File: config.mk
export PLATFORM = sky130hd
export DESIGN_NAME = nibble_word_rx
export DESIGN_NICKNAME = d
export VERILOG_FILES = /design/src/rtl/nibrx_pkg.sv /design/src/rtl/nibrx_framer.sv /design/src/rtl/nibrx_packer.sv /design/src/rtl/nibble_word_rx.sv
export SDC_FILE = /design/constraint.sdc
export NUM_CORES = 1
export LEC_CHECK = 0
export BUFFER_PORTS_ARGS = -buffer_cell sky130_fd_sc_hd__buf_4
export CORE_MARGIN = 4
export CORE_UTILIZATION = 52
export CTS_BUF_LIST = sky130_fd_sc_hd__clkbuf_8
export DETAILED_ROUTE_END_ITERATION = 12
export GPL_ROUTABILITY_DRIVEN = 0
export GPL_TIMING_DRIVEN = 0
export PLACE_DENSITY_LB_ADDON = 0.1
export RECOVER_POWER = 25
export SLEW_MARGIN = 25
export SYNTH_ARGS = -nofsm -noshare
export SYNTH_HDL_FRONTEND = slang
export SYNTH_SLANG_ARGS = --single-unit
File: constraint.sdc
create_clock -name clk -period 1.55 [get_ports clk]
set_clock_uncertainty 0.15 [all_clocks]
set_input_delay 0.0775 -clock clk [delete_from_list [all_inputs] [get_ports clk]]
set_output_delay 0.0775 -clock clk [all_outputs]
set_load 0.01 [all_outputs]
File: src/rtl/nibrx_pkg.sv
package nibrx_pkg;
  // Framing state: whether an upper nibble is waiting for its lower half
  typedef enum logic {
    FR_IDLE  = 1'b0,
    FR_ARMED = 1'b1
  } frame_t;
endpackage

File: src/rtl/nibrx_framer.sv
module nibrx_framer
  import nibrx_pkg::*;
(
  input  logic clk,
  input  logic rst_n,
  input  logic sync_i,
  output logic load_hi_o,
  output logic commit_o
);
  frame_t state_q;

  // A low sync level always (re)loads the upper half
  assign load_hi_o = ~sync_i;
  // A high sync level closes a word only if the previous cycle was low
  assign commit_o  = sync_i & (state_q == FR_ARMED);

  always_ff @(posedge clk or negedge rst_n) begin
    if (!rst_n) begin
      state_q <= FR_IDLE;
    end else begin
      state_q <= sync_i ? FR_IDLE : FR_ARMED;
    end
  end
endmodule

File: src/rtl/nibrx_packer.sv
module nibrx_packer #(
  parameter int unsigned NIB_W = 6,
  localparam int unsigned WORD_W = 2 * NIB_W
) (
  input  logic              clk,
  input  logic              rst_n,
  input  logic [NIB_W-1:0]  nib_i,
  input  logic              load_hi_i,
  input  logic              commit_i,
  output logic [WORD_W-1:0] word_o,
  output logic              valid_o
);
  logic [NIB_W-1:0]  upper_q;
  logic [WORD_W-1:0] word_q;
  logic              valid_q;

  always_ff @(posedge clk or negedge rst_n) begin
    if (!rst_n) begin
      upper_q <= '0;
    end else if (load_hi_i) begin
      upper_q <= nib_i;
    end
  end

  always_ff @(posedge clk or negedge rst_n) begin
    if (!rst_n) begin
      word_q  <= '0;
      valid_q <= 1'b0;
    end else begin
      valid_q <= commit_i;
      if (commit_i) begin
        word_q <= {upper_q, nib_i};
      end
    end
  end

  assign word_o  = word_q;
  assign valid_o = valid_q;
endmodule

File: src/rtl/nibble_word_rx.sv
module nibble_word_rx #(
  parameter int unsigned NIB_W = 6,
  localparam int unsigned WORD_W = 2 * NIB_W
) (
  input  logic              clk,
  input  logic              rst_n,
  input  logic [NIB_W-1:0]  nib_i,
  input  logic              sync_i,
  output logic [WORD_W-1:0] word_o,
  output logic              word_valid_o
);
  logic load_hi;
  logic commit;

  nibrx_framer u_framer (
    .clk       (clk),
    .rst_n     (rst_n),
    .sync_i    (sync_i),
    .load_hi_o (load_hi),
    .commit_o  (commit)
  );

  nibrx_packer #(.NIB_W(NIB_W)) u_packer (
    .clk       (clk),
    .rst_n     (rst_n),
    .nib_i     (nib_i),
    .load_hi_i (load_hi),
    .commit_i  (commit),
    .word_o    (word_o),
    .valid_o   (word_valid_o)
  );
endmodule

==> results.json <==
{
  "crit_chain": "dlygate4sd3_1, buf_6, nand2_4, buf_6, mux2_4",
  "r2r_cells": 3,
  "synth_top_family_by_area": "multiplexers",
  "hold_viol_final": 0,
  "cts.sinks": 20,
  "htree_levels": 1,
  "fmax_ghz": 0.737,
  "ys.flop_type": "dfrtp_1",
  "seqCellArea_um2": 500,
  "synth_compound_area_frac": 0,
  "clkTransAtPathRegs_ns": 0.08,
  "cp.depth": 5,
  "grt_pass1_vias": 444,
  "num_io_pins": 22,
  "path_class": "in2reg",
  "portBuffers": 20,
  "die_x_um": 46.7,
  "synth_mux_area_frac": 0.304,
  "grt_max_degree": 21,
  "p_leak_nw": 0.551,
  "layout_min_cycle_time_ns": 1.36,
  "synthAdderAreaFrac": 0,
  "setup_viol": 0,
  "initialDrtViolationCount": 2,
  "drive_gt1_frac": 0.600,
  "crit_family": "buffers and inverters",
  "worstPathRequired_ns": 1.54,
  "track_usage": 0.149,
  "dr_total_vias": 448,
  "peakVddDrop_mv": 0.955,
  "yosys_warnings": 0,
  "grt.overflow.total": 0,
  "slowest_delay_ns": 0.54,
  "worstMarginPinSlew_ns": 0.245,
  "ant_nets": 0,
  "drc": 0,
  "rsz0062_at_grt": "false",
  "nFillCells": 71,
  "synth-simple-area-share": 0.0145,
  "core_area_um2": 1350,
  "clk-insertion-delay-late_ns": 0.26,
  "wirelength_um": 1320,
  "p_per_area_nw_per_um2": 1290,
  "cts_resized": 0,
  "slew_headroom": 0.837,
  "floorplan.initialDensity": 0.576,
  "final.period_utilization": 0.875,
  "hold_path_class": "in2async",
  "critPathLaunchType": "input port",
  "status": "completed",
  "antenna_cells": 0,
  "path_buf_inv": 3,
  "cap_violations": 0,
  "synth_most_common_cell": "dfrtp_1",
  "synth-edff-count": 0,
  "placementRows": 13,
  "yosysSeqAreaShare": 0.643,
  "finalSetupTns_ns": 0,
  "grt_pass1_wl_um": 2170,
  "die_h_um": 46.7,
  "dieArea_um2": 2180,
  "grt_antenna_before_repair": 0,
  "netlist_instances": 43,
  "yosysTopAreaCell": "dfrtp_1",
  "via_per_inst": 4.98,
  "synth-async-reset-ratio": 1.00,
  "numCtsBuffers": 3,
  "report.final.slew_viol_count": 0,
  "syn_to_final_growth_pct": 41.2,
  "netlist.area_leader.share": 0.643,
  "tritoncts": "done",
  "endpoint_kind": "flop",
  "synth_cell_types": 6,
  "max-clock-path-buffers": 2,
  "cp.arrival_ns": 1.35,
  "cpMostUsedCell": "buf_6",
  "routedWlPerCell_um": 14.7,
  "dp_hpwl_um": 899,
  "drtPass1Iterations": 4,
  "synth-seq-cells": 20,
  "syn_nets": 52,
  "netlist_area_um2": 778,
  "multi_input_area_um2": 248,
  "crit_path_top_delay_cell": "dlygate4sd3_1",
  "path_max_fanout": 10,
  "ys_top_cells_by_count": "dfrtp_1 (20), mux2_2 (9), mux2_4 (9)",
  "synth_area_leaders": "dfrtp_1 (64%), mux2_4 (17%), mux2_2 (13%)",
  "nNetsFinal": 85,
  "clockRootBuffer": "clkbuf_8",
  "synth_xor_area_frac": 0,
  "p_total_mw": 1.42,
  "syn_area_per_cell_um2": 18.1
}
-- routing by layer --
layer | up-vias | routed length, um | GRT usage
met1 | 224 | 536 | 0.181
met2 | 15 | 674 | 0.250
met4 | 0 | 12 | 0.0663
met5 | - | 0 | 0
li1 | 207 | - | -
met3 | 2 | 97 | 0.0352
-- worst register-to-register path: stages (launching register included) --
cell and delay (ns):
dfrtp_1 0.39, nand2_4 0.10, buf_6 0.18, mux2_4 0.31
-- report_power, final --
group          total, mW  leakage (nW)  internal [mW]  switching (mW)
Clock              0.512        0.0357          0.344           0.167
Sequential         0.635         0.236          0.594          0.0410
Combinational      0.271         0.279          0.175          0.0960
Total               1.42         0.551           1.11           0.304
-- path summary, 6_finish.rpt --
path | endpoint | from | slack (ns)
hold / removal | u_packer.word_o[1] | rst_n | 0.08
min in group clk | u_packer.word_o[11] | u_packer.upper_q[5] | 0.36
setup / recovery | u_packer.word_o[4] | sync_i | 0.19
hold reg to reg | u_packer.word_o[11] | u_packer.upper_q[5] | 0.36
setup reg to reg | u_packer.word_o[4] | u_framer.state_q | 0.31
max in group asynchronous | u_packer.upper_q[4] | rst_n | 0.97
-- kinds of logic after synthesis --
logic type / count (synthesis)
buffers and inverters: 4
flip-flops: 20
AND/OR/NAND/NOR: 1
multiplexers: 18
-- repair_timing --
action / 4_1_cts / 5_1_grt
hold endpoints to repair: 33 / 0
hold buffers: 8 / 0
setup endpoints to repair: 0 / 0
buffers inserted: 0 / 0
-- stage by stage --
step                      instances  hold WS [ns]  worst slack [ns]  instance area [um^2]  utilization
after floorplan                  43        -0.368             0.364                   778            -
after global placement           78        -0.185             0.323                   947        0.702
after detailed placement         78        -0.185             0.318                   947        0.702
after CTS                        90        0.0775             0.202                  1100        0.814
after global routing             90         0.101             0.172                  1100        0.814
final                            90        0.0767             0.194                  1100        0.814
-- state kept, by name, indices dropped and copies added, names as in the netlist --
name              count
u_packer.valid_o      1
u_packer.upper_q      6
u_packer.word_o      12
u_framer.state_q      1
-- final cells by class --
| type | count | share of cell area |
|---|---|---|
| inverters | 2 | 0.00683 |
| multi-input cells | 19 | 0.226 |
| plain buffers | 2 | 0.0205 |
| well taps | 15 | 0.0171 |
| flip-flops and latches | 20 | 0.456 |
| clock buffers | 3 | 0.0376 |
| repair buffers | 28 | 0.210 |
| clock inverters | 1 | 0.0273 |
-- cells in the final DEF, fill, tap and decap left out --
cell type       n
bufinv_16       1
mux2_2          9
mux2_4          9
buf_4          20
dlygate4sd3_1   8
inv_1           2
buf_6           2
clkbuf_8        3
dfrtp_1        20
nand2_4         1
Power figures use the tool's default switching activity.
